===== src/rtl/spim_pkg.sv =====
`timescale 1ns/1ps
package spim_pkg;

    typedef enum logic [1:0] {
        SPIM_IDLE    = 2'd0,
        SPIM_LAUNCH  = 2'd1,
        SPIM_CAPTURE = 2'd2,
        SPIM_DONE    = 2'd3
    } spim_state_e;

endpackage


===== src/rtl/spim_cfg_hold.sv =====
`timescale 1ns/1ps
// Holds the per-transfer configuration. Loads on every non-busy cycle so that
// the accepting edge captures the inputs present with the strobe.
module spim_cfg_hold #(
    parameter int LEN_W        = 4,
    parameter int PRE_W        = 4,
    parameter int MIN_LEN_CODE = 3
) (
    input  logic             clk,
    input  logic             rst_n,
    input  logic             load_en,
    input  logic [LEN_W-1:0] len_code,
    input  logic [PRE_W-1:0] pre_code,
    input  logic             cpha_in,
    input  logic             cpol_in,
    output logic [LEN_W-1:0] load_len,
    output logic [LEN_W-1:0] len_q,
    output logic [PRE_W-1:0] pre_q,
    output logic             cpha_q,
    output logic             cpol_q,
    output logic             cfg_err
);
    localparam logic [LEN_W-1:0] MIN_CODE = LEN_W'(MIN_LEN_CODE);

    logic code_bad;

    // Clamp an illegal short code to the shortest legal character.
    always_comb begin
        code_bad = (len_code < MIN_CODE);
        load_len = code_bad ? MIN_CODE : len_code;
    end

    always_ff @(posedge clk or negedge rst_n) begin
        if (!rst_n) begin
            len_q   <= MIN_CODE;
            pre_q   <= '0;
            cpha_q  <= 1'b0;
            cpol_q  <= 1'b0;
            cfg_err <= 1'b0;
        end else if (load_en) begin
            len_q   <= load_len;
            pre_q   <= pre_code;
            cpha_q  <= cpha_in;
            cpol_q  <= cpol_in;
            cfg_err <= code_bad;
        end
    end

endmodule


===== src/rtl/spim_prescaler.sv =====
`timescale 1ns/1ps
// Two-stage divider: a modulo-(P+1) counter followed by a divide-by-two.
// half_tick marks the last cycle of each serial half period, 2*(P+1) long.
module spim_prescaler #(
    parameter int PRE_W = 4
) (
    input  logic             clk,
    input  logic             rst_n,
    input  logic             clr,
    input  logic [PRE_W-1:0] pre,
    output logic             half_tick
);
    logic [PRE_W-1:0] cnt_q;
    logic             div2_q;
    logic             wrap;

    always_comb begin
        wrap      = (cnt_q == pre);
        half_tick = wrap && div2_q;
    end

    always_ff @(posedge clk or negedge rst_n) begin
        if (!rst_n) begin
            cnt_q  <= '0;
            div2_q <= 1'b0;
        end else if (clr) begin
            cnt_q  <= '0;
            div2_q <= 1'b0;
        end else if (wrap) begin
            cnt_q  <= '0;
            div2_q <= ~div2_q;
        end else begin
            cnt_q  <= cnt_q + 1'b1;
        end
    end

endmodule


===== src/rtl/spim_shifter.sv =====
`timescale 1ns/1ps
// Transmit and receive shift registers. The transmit word is left-justified
// at load so the character's top bit always leaves from the MSB.
module spim_shifter #(
    parameter int DATA_W = 16,
    parameter int LEN_W  = 4
) (
    input  logic              clk,
    input  logic              rst_n,
    input  logic              load,
    input  logic [LEN_W-1:0]  load_len,
    input  logic [LEN_W-1:0]  run_len,
    input  logic [DATA_W-1:0] tx_data,
    input  logic              shift,
    input  logic              sample,
    input  logic              commit,
    input  logic              miso,
    output logic              mosi,
    output logic [DATA_W-1:0] rx_data
);
    logic [DATA_W-1:0] tx_sr;
    logic [DATA_W-1:0] rx_sr;
    logic [DATA_W-1:0] keep_mask;

    always_comb begin
        keep_mask = ~({DATA_W{1'b1}} << (int'(run_len) + 1));
        mosi      = tx_sr[DATA_W-1];
    end

    always_ff @(posedge clk or negedge rst_n) begin
        if (!rst_n) begin
            tx_sr   <= '0;
            rx_sr   <= '0;
            rx_data <= '0;
        end else begin
            if (load) begin
                tx_sr <= tx_data << (DATA_W - 1 - int'(load_len));
                rx_sr <= '0;
            end else begin
                if (shift) begin
                    tx_sr <= tx_sr << 1;
                end
                if (sample) begin
                    rx_sr <= {rx_sr[DATA_W-2:0], miso};
                end
            end
            if (commit) begin
                rx_data <= rx_sr & keep_mask;
            end
        end
    end

endmodule


===== src/rtl/spim_fsm.sv =====
`timescale 1ns/1ps
// Transfer sequencer. LAUNCH is the half bit in which data is presented,
// CAPTURE the half bit after the master has sampled. The serial clock level
// follows from the state, the phase and the polarity.
module spim_fsm
    import spim_pkg::*;
#(
    parameter int LEN_W = 4
) (
    input  logic             clk,
    input  logic             rst_n,
    input  logic             start,
    input  logic             half_tick,
    input  logic [LEN_W-1:0] len_q,
    input  logic             cpha_q,
    input  logic             cpol_q,
    output logic             busy,
    output logic             ss_n,
    output logic             sclk,
    output logic             done,
    output logic             load,
    output logic             sample,
    output logic             shift,
    output logic             commit
);
    spim_state_e      state_q;
    spim_state_e      state_d;
    logic [LEN_W-1:0] bit_q;
    logic             last_bit;
    logic             accept;

    always_comb begin
        last_bit = (bit_q == len_q);
        accept   = start && ((state_q == SPIM_IDLE) || (state_q == SPIM_DONE));
    end

    // Next-state logic.
    always_comb begin
        state_d = state_q;
        unique case (state_q)
            SPIM_IDLE: begin
                if (start) state_d = SPIM_LAUNCH;
            end
            SPIM_LAUNCH: begin
                if (half_tick) state_d = SPIM_CAPTURE;
            end
            SPIM_CAPTURE: begin
                if (half_tick) state_d = last_bit ? SPIM_DONE : SPIM_LAUNCH;
            end
            SPIM_DONE: begin
                state_d = start ? SPIM_LAUNCH : SPIM_IDLE;
            end
        endcase
    end

    // State register and bit counter.
    always_ff @(posedge clk or negedge rst_n) begin
        if (!rst_n) begin
            state_q <= SPIM_IDLE;
            bit_q   <= '0;
        end else begin
            state_q <= state_d;
            if (accept) begin
                bit_q <= '0;
            end else if (shift) begin
                bit_q <= bit_q + 1'b1;
            end
        end
    end

    // Output decode.
    always_comb begin
        busy   = 1'b0;
        done   = 1'b0;
        sample = 1'b0;
        shift  = 1'b0;
        commit = 1'b0;
        sclk   = cpol_q;
        unique case (state_q)
            SPIM_IDLE: begin
            end
            SPIM_LAUNCH: begin
                busy   = 1'b1;
                sclk   = cpol_q ^ cpha_q;
                sample = half_tick;
            end
            SPIM_CAPTURE: begin
                busy   = 1'b1;
                sclk   = cpol_q ^ ~cpha_q;
                shift  = half_tick && !last_bit;
                commit = half_tick && last_bit;
            end
            SPIM_DONE: begin
                done = 1'b1;
            end
        endcase
        ss_n = ~busy;
        load = accept;
    end

endmodule


===== src/rtl/spim_char_engine.sv =====
`timescale 1ns/1ps
module spim_char_engine #(
    parameter int DATA_W       = 16,
    parameter int LEN_W        = 4,
    parameter int PRE_W        = 4,
    parameter int MIN_LEN_CODE = 3
) (
    input  logic              clk,
    input  logic              rst_n,
    input  logic              start,
    input  logic [DATA_W-1:0] tx_data,
    input  logic [LEN_W-1:0]  len_code,
    input  logic [PRE_W-1:0]  pre_code,
    input  logic              cpha,
    input  logic              cpol,
    output logic [DATA_W-1:0] rx_data,
    output logic              busy,
    output logic              done,
    output logic              cfg_err,
    output logic              sclk,
    output logic              mosi,
    input  logic              miso,
    output logic              ss_n
);
    logic [LEN_W-1:0] load_len;
    logic [LEN_W-1:0] len_eff_q;
    logic [PRE_W-1:0] pre_q;
    logic             cpha_q;
    logic             cpol_q;
    logic             half_tick;
    logic             load;
    logic             sample;
    logic             shift;
    logic             commit;

    spim_cfg_hold #(
        .LEN_W       (LEN_W),
        .PRE_W       (PRE_W),
        .MIN_LEN_CODE(MIN_LEN_CODE)
    ) u_cfg (
        .clk     (clk),
        .rst_n   (rst_n),
        .load_en (~busy),
        .len_code(len_code),
        .pre_code(pre_code),
        .cpha_in (cpha),
        .cpol_in (cpol),
        .load_len(load_len),
        .len_q   (len_eff_q),
        .pre_q   (pre_q),
        .cpha_q  (cpha_q),
        .cpol_q  (cpol_q),
        .cfg_err (cfg_err)
    );

    spim_prescaler #(
        .PRE_W(PRE_W)
    ) u_div (
        .clk      (clk),
        .rst_n    (rst_n),
        .clr      (~busy),
        .pre      (pre_q),
        .half_tick(half_tick)
    );

    spim_fsm #(
        .LEN_W(LEN_W)
    ) u_fsm (
        .clk      (clk),
        .rst_n    (rst_n),
        .start    (start),
        .half_tick(half_tick),
        .len_q    (len_eff_q),
        .cpha_q   (cpha_q),
        .cpol_q   (cpol_q),
        .busy     (busy),
        .ss_n     (ss_n),
        .sclk     (sclk),
        .done     (done),
        .load     (load),
        .sample   (sample),
        .shift    (shift),
        .commit   (commit)
    );

    spim_shifter #(
        .DATA_W(DATA_W),
        .LEN_W (LEN_W)
    ) u_shift (
        .clk     (clk),
        .rst_n   (rst_n),
        .load    (load),
        .load_len(load_len),
        .run_len (len_eff_q),
        .tx_data (tx_data),
        .shift   (shift),
        .sample  (sample),
        .commit  (commit),
        .miso    (miso),
        .mosi    (mosi),
        .rx_data (rx_data)
    );

endmodule


===== config.mk =====
export PLATFORM = sky130hd
export DESIGN_NAME = spim_char_engine
export DESIGN_NICKNAME = d
export VERILOG_FILES = /design/src/rtl/spim_pkg.sv /design/src/rtl/spim_cfg_hold.sv /design/src/rtl/spim_prescaler.sv /design/src/rtl/spim_shifter.sv /design/src/rtl/spim_fsm.sv /design/src/rtl/spim_char_engine.sv
export SDC_FILE = /design/constraint.sdc
export NUM_CORES = 1
export LEC_CHECK = 0
export BUFFER_PORTS_ARGS = -buffer_cell sky130_fd_sc_hd__buf_2
export CAP_MARGIN = 30
export CELL_PAD_IN_SITES_DETAIL_PLACEMENT = 0
export CELL_PAD_IN_SITES_GLOBAL_PLACEMENT = 2
export CORE_MARGIN = 2
export CORE_UTILIZATION = 39
export CTS_CLUSTER_DIAMETER = 200
export DETAILED_ROUTE_END_ITERATION = 12
export PLACE_DENSITY = 0.91
export SYNTH_ARGS = -nofsm -noshare
export SYNTH_HDL_FRONTEND = slang
export SYNTH_SLANG_ARGS = --single-unit

===== constraint.sdc =====
create_clock -name clk -period 5.9 [get_ports clk]
set_input_delay 1.18 -clock clk [delete_from_list [all_inputs] [get_ports clk]]
set_output_delay 1.18 -clock clk [all_outputs]
set_load 0.005 [all_outputs]

==> flow_summary.toml, run 1 <==
[global_routing]
grt_pass1_wl_mm = 16.2
grt_max_degree = 71
grt_pass1_vias = 3161
gr-usage-all-layers_pct = 18.0
grt_antenna_before_repair = 0
gr-total-overflow = 0

[clock_tree]
clock-sinks = 70
cts_resized = 0
cts-root-buf = "clkbuf_8"
clockBufferDepth = 2
post_cts_buffers = 0
clk_pin_slew_ns = 0.08
cts_tree = "done"
clock_latency_ns = 0.34
htreeDepth = 3
cts-buffers-inserted = 9
ctsHoldBuffers = 0

[routing]
ant_nets = 0
dr.pass1.iters = 5
initialDrtViolationCount = 172
wl_mm = 9.49
avgRoutedWirePerCell_microns = 15.7
vias = 3263
viasPerCell = 5.40
drc_errors = 0

[finish]
postLayoutCoreUtil_pct = 45.0
drive_gt1_share_pct = 20.9
area_growth_syn_to_layout_pct = 12.7
fin_cells = 604
final_nets = 504
diodes = 0

[sta]
hold_violations = 0
slew_viol_final = 0
period_minus_slack_ns = 3.30
whs_ns = 0.478
fin_tns_setup_ns = 0
finalSetupViolations = 0
fin_crit_sh_pct = 55.9
rsz0062_at_grt = "false"
clock_skew_ns = 0.0120
tightest_slew_ns = 0.973
max_slew_margin_pct = 35.0
max_freq_mhz = 303

[pwr]
p_leak_uw = 0.00218
power.total_uw = 1900
cellPowerDensity_mw_per_mm2 = 412
switching_share_pct = 40.3
clkPwrFrac_pct = 21.0
comb_power_share_pct = 41.7
internal-power_uw = 1130
power.switching_uw = 764
p_seq_share_pct = 37.2
ir_drop_v = 0.000163

[setup_path]
r2r_start = "u_fsm.state_q[0]"
worstPathRequired_ns = 4.72
critical_path.max_fanout = 20
endpoint_kind = "primary output"
r2r_setup_slack_ns = 3.25
r2r_cells = 8
r2r_end = "u_shift.tx_sr[9]"
crit_arrival_ns = 2.12
crit_type = "flip-flop to primary output"
startpoint_type = "flip-flop"

[placement]
hpwl_mm = 6.80
portBuffers = 51
post-place-cells = 588
place_congestion = 0.921

[floorplanning]
initial_utilization_pct = 39.9
die_h_microns = 106
coreArea_sq_mm = 0.0102
fp-row-count = 37
dieArea_sq_mm = 0.0113
die_w_microns = 106
io_pins = 52

[yosys]
yosysMostFrequentCell = "dfrtp_1"
synth_edf_count = 0
yosysSeqAreaShare_pct = 43.0
synth_ff_type = "dfrtp_1"
synth_cell_types = 57
synth_seq_cells = 70
synthTopCellsByCount = "dfrtp_1, nand2_1, nor2_1, o21ai_0, mux2i_1"
netlist.area_leader.share_pct = 41.7
avgSynthCellArea_sq_um = 9.65
yosys_warnings = 0
synthesis.nets = 464
synthesis.area_sq_mm = 0.00408
synth_area_leader_cell = "dfrtp_1"
synth_area_leaders = "dfrtp_1, mux2i_1, nand2_1"
async_flop_share_pct = 100
netlist_instances = 423

[flow_run]
drv_cap = 0

[run_status]
outcome = "finished clean"

[min_path]
min_from = "u_shift.rx_data[6]"
hold_class = "flip-flop to flip-flop"
hold_depth = 2
worstHoldEndpoint = "u_shift.rx_data[6]"
[area by class of cell]
type / count / area (sq um)
Timing Repair Buffer: 54 / 285
Clock inverter: 6 / 68.8
Inverter: 13 / 48.8
Clock buffer: 10 / 138
Fill cell: 995 / 5630
Multi-Input combinational cell: 315 / 2140
Tap cell: 136 / 170
Sequential cell: 70 / 1750
[cells by family after synthesis]
logic type	count (synthesis)	synth area share (%)
xor gates and xnor gates	18	4.05
buffers and inverters	38	4.72
and+or+nand+nor	135	15.8
muxes	41	11.1
AOI/OAI and AO/OA	110	18.0
adders and majority gates	11	3.37
DFF	70	43.0
[worst max-delay path: stages (launching register included)]
cell     delay [ns]
dfrtp_1        0.43
inv_1          0.11
ha_1           0.76
nand2_1        0.15
xnor2_1        0.19
buf_2          0.13
[layer usage]
metal | part of all wire, % | wire length (microns) | global-route usage (%)
met5 | 0 | 0 | 0
met4 | 1.6 | 155 | 6.30
met3 | 4.6 | 441 | 3.62
met2 | 49 | 4620 | 29.0
met1 | 45 | 4270 | 24.1
[worst max-delay path by stage]
stage	from	to	slack (ns)
after global routing	u_fsm.state_q[1]	sclk	2.44
after CTS	u_fsm.state_q[1]	sclk	2.52
after global placement	len_code[2]	u_shift.tx_sr[12]	2.72
after detailed placement	len_code[2]	u_shift.tx_sr[12]	2.65
after floorplan	u_fsm.state_q[1]	sclk	3.22
final	u_fsm.state_q[1]	sclk	2.60
[flip-flops by register name, summed over array words and instances, names as in the netlist]
name / count
u_shift.rx_data: 16
u_shift.rx_sr: 16
u_shift.tx_sr: 16
u_cfg.len_q: 4
u_cfg.pre_q: 4
u_div.cnt_q: 4
u_fsm.bit_q: 4
u_fsm.state_q: 2
u_cfg.cfg_err: 1
u_cfg.cpha_q: 1
u_cfg.cpol_q: 1
u_div.div2_q: 1
[layout by cell type, fill, tap and decap left out, drive strengths merged, types with 5 or more instances in the layout]
cell type / instances
clkbuf: 10
nand3: 13
inv: 13
a31oi: 9
mux2: 11
a2bb2oi: 5
nor2: 40
nand2: 50
xor2: 9
buf: 54
o21ai: 34
nor2b: 6
nor3: 7
a211oi: 6
a21oi: 18
a22oi: 6
mux2i: 28
xnor2: 9
ha: 11
dfrtp: 68
o22ai: 6
[per-stage QoR]
step,worst slack [ns],instance area [sq um]
floorplan,3.22,4080
global placement,2.72,4380
detailed placement,2.65,4400
CTS,2.52,4600
global route,2.44,4600
finish,2.60,4600
[power groups by stage]
stage / logic [uW] / clock network (uW) / registers (uW)
floorplan: 641 / 0 / 667
global placement: 789 / 0 / 712
detailed placement: 796 / 0 / 716
CTS: 799 / 412 / 707
global route: 885 / 434 / 722
finish: 792 / 399 / 706
(Power assumes the default switching activity.)
==> run 2, diff against run 1 <==
- CORE_UTILIZATION: 39 -> 37
- PLACE_DENSITY: 0.91 -> 0.88
- clock period: 5.9 -> 3.3 ns (I/O delays scaled with it)
==> run 2 against run 1 <==
- final area is 1.4% higher
- total power grew 88%
- first-iteration DRC count is 1.2% lower
- critical path depth stayed put
- critical endpoint unchanged
- register-to-register slack worse by 2.5 ns
- clock power is 110% higher
- global-route usage down 0.20 points
- critical path type unchanged
- clock skew shrank 0.0016 ns
- count of clock-buffer cells in the layout stayed put
- combinational power is 82% higher
==> flow_summary.toml, run 2 (synthesis results as in run 1) <==
[pwr]
ir_drop_v = 0.000358
cellPowerDensity_mw_per_mm2 = 763
comb_power_share_pct = 40.4
power.switching_uw = 1380
internal-power_uw = 2180
p_leak_uw = 0.00221
p_seq_share_pct = 35.5
switching_share_pct = 38.6
clkPwrFrac_pct = 24.1

[global_routing]
grt_antenna_before_repair = 0
grt_max_degree = 37
gr-usage-all-layers_pct = 17.8
grt_pass1_wl_mm = 16.3
grt_pass1_vias = 3169
gr-total-overflow = 0

[setup_path]
critPathBufInv = 2
slowest_delay_ns = 0.71
crit_arrival_ns = 2.05
r2r_setup_slack_ns = 0.79
critical_path.max_fanout = 20
cpLargestDelayFamily = "adder cells"
cp-endpoint = "sclk"
r2r_cells = 8
r2r_end = "u_shift.tx_sr[9]"
crit_type = "flip-flop to primary output"
path_depth = 5
endpoint_kind = "primary output"
r2r_start = "u_fsm.state_q[0]"
worstSetupStartpoint = "u_fsm.state_q[1]"
cp_slowest_cell = "ha_1"
startpoint_type = "flip-flop"
worstPathRequired_ns = 2.64
path_cells = "inv_1 -> ha_1 -> nand2_1 -> xnor2_1 -> buf_2"

[clock_tree]
clock_latency_ns = 0.35
clock-sinks = 70
clockBufferDepth = 2
cts_resized = 0
cts-root-buf = "clkbuf_8"
cts_tree = "done"
clk_pin_slew_ns = 0.08
cts-buffers-inserted = 9
post_cts_buffers = 0
ctsHoldBuffers = 0
htreeDepth = 3

[sta]
fin_crit_sh_pct = 82.2
finalSetupViolations = 0
tightest_slew_ns = 0.970
hold_violations = 0
max_slew_margin_pct = 35.2
period_minus_slack_ns = 2.71
rsz0062_at_grt = "false"
fin_tns_setup_ns = 0
slew_viol_final = 0
timing.final.ws_setup_ns = 0.586
clock_skew_ns = 0.0104
max_freq_mhz = 369

[routing]
avgRoutedWirePerCell_microns = 16.2
viasPerCell = 5.36
vias = 3267
drc_errors = 0
ant_nets = 0
wl_mm = 9.89
initialDrtViolationCount = 170
dr.pass1.iters = 7

[floorplanning]
fp-row-count = 38
die_w_microns = 109
coreArea_sq_mm = 0.0108
io_pins = 52
die_h_microns = 109
dieArea_sq_mm = 0.0119
initial_utilization_pct = 37.8

[finish]
final_common_cell = "dfrtp_1"
final_area_sq_mm = 0.00467
drive_gt1_share_pct = 21.3
fin_cells = 610
diodes = 0
area_growth_syn_to_layout_pct = 14.3
final_nets = 506
final_cell_mix = "dfrtp_1, buf_2, nand2_1"
top_regs = "u_shift.rx_data (16), u_shift.rx_sr (16), u_shift.tx_sr (16)"

[placement]
hpwl_mm = 7.31
place_congestion = 0.889
place_ws_ns = 0.633
post-place-cells = 594
placed_area_sq_mm = 0.00442
portBuffers = 51

[flow_run]
drv_cap = 0

[min_path]
hold_class = "input port to async pin"

[run_status]
outcome = "finished clean"
## run 2: changes by cell type in the layout (fill, tap and decap cells not counted), sizes merged
cell,delta
clkinvlp,-1
buf,+2
bufinv,+2
inv,-1
## run 2: per-layer routing
layer / vias to the layer above / part of all wire, % / global-route usage, %
li1: 1598 / - / -
met4: 0 / 2.1 / 6.14
met1: 1590 / 47 / 23.5
met2: 66 / 47 / 28.9
met5: - / 0 / 0
met3: 13 / 3.5 / 3.71
## run 2: stage by stage
step	utilization, %	hold WS [ns]	total power [uW]
4_1_cts	43.3	0.412	3590
3_3_place_gp	41.0	0.458	2700
3_5_place_dp	41.0	0.466	2720
6_report	43.3	0.402	3560
2_1_floorplan	-	0.364	2340
5_1_grt	43.3	0.451	3830
## run 2: cell type report
cell class                      instances  area (sq um)
Clock inverter                          6           109
Inverter                               13          48.8
Fill cell                            1062          6120
Multi-Input combinational cell        315          2140
Timing Repair Buffer                   56           305
Clock buffer                           10           138
Sequential cell                        70          1750
Tap cell                              140           175
## run 2: worst min-delay path by stage
stage,to,cells past startpoint
final,u_shift.rx_sr[6],1
after floorplan,u_cfg.cfg_err,0
after CTS,u_shift.rx_sr[6],1
after detailed placement,u_shift.rx_data[1],2
after global routing,u_fsm.state_q[0],1
after global placement,u_shift.rx_data[7],2
## run 2: power by group through the flow
stage,Sequential [uW],Clock [uW],Combinational (uW)
after CTS,1260,877,1450
after floorplan,1190,0,1150
after detailed placement,1280,0,1450
final,1270,856,1440
after global routing,1290,917,1630
after global placement,1270,0,1430
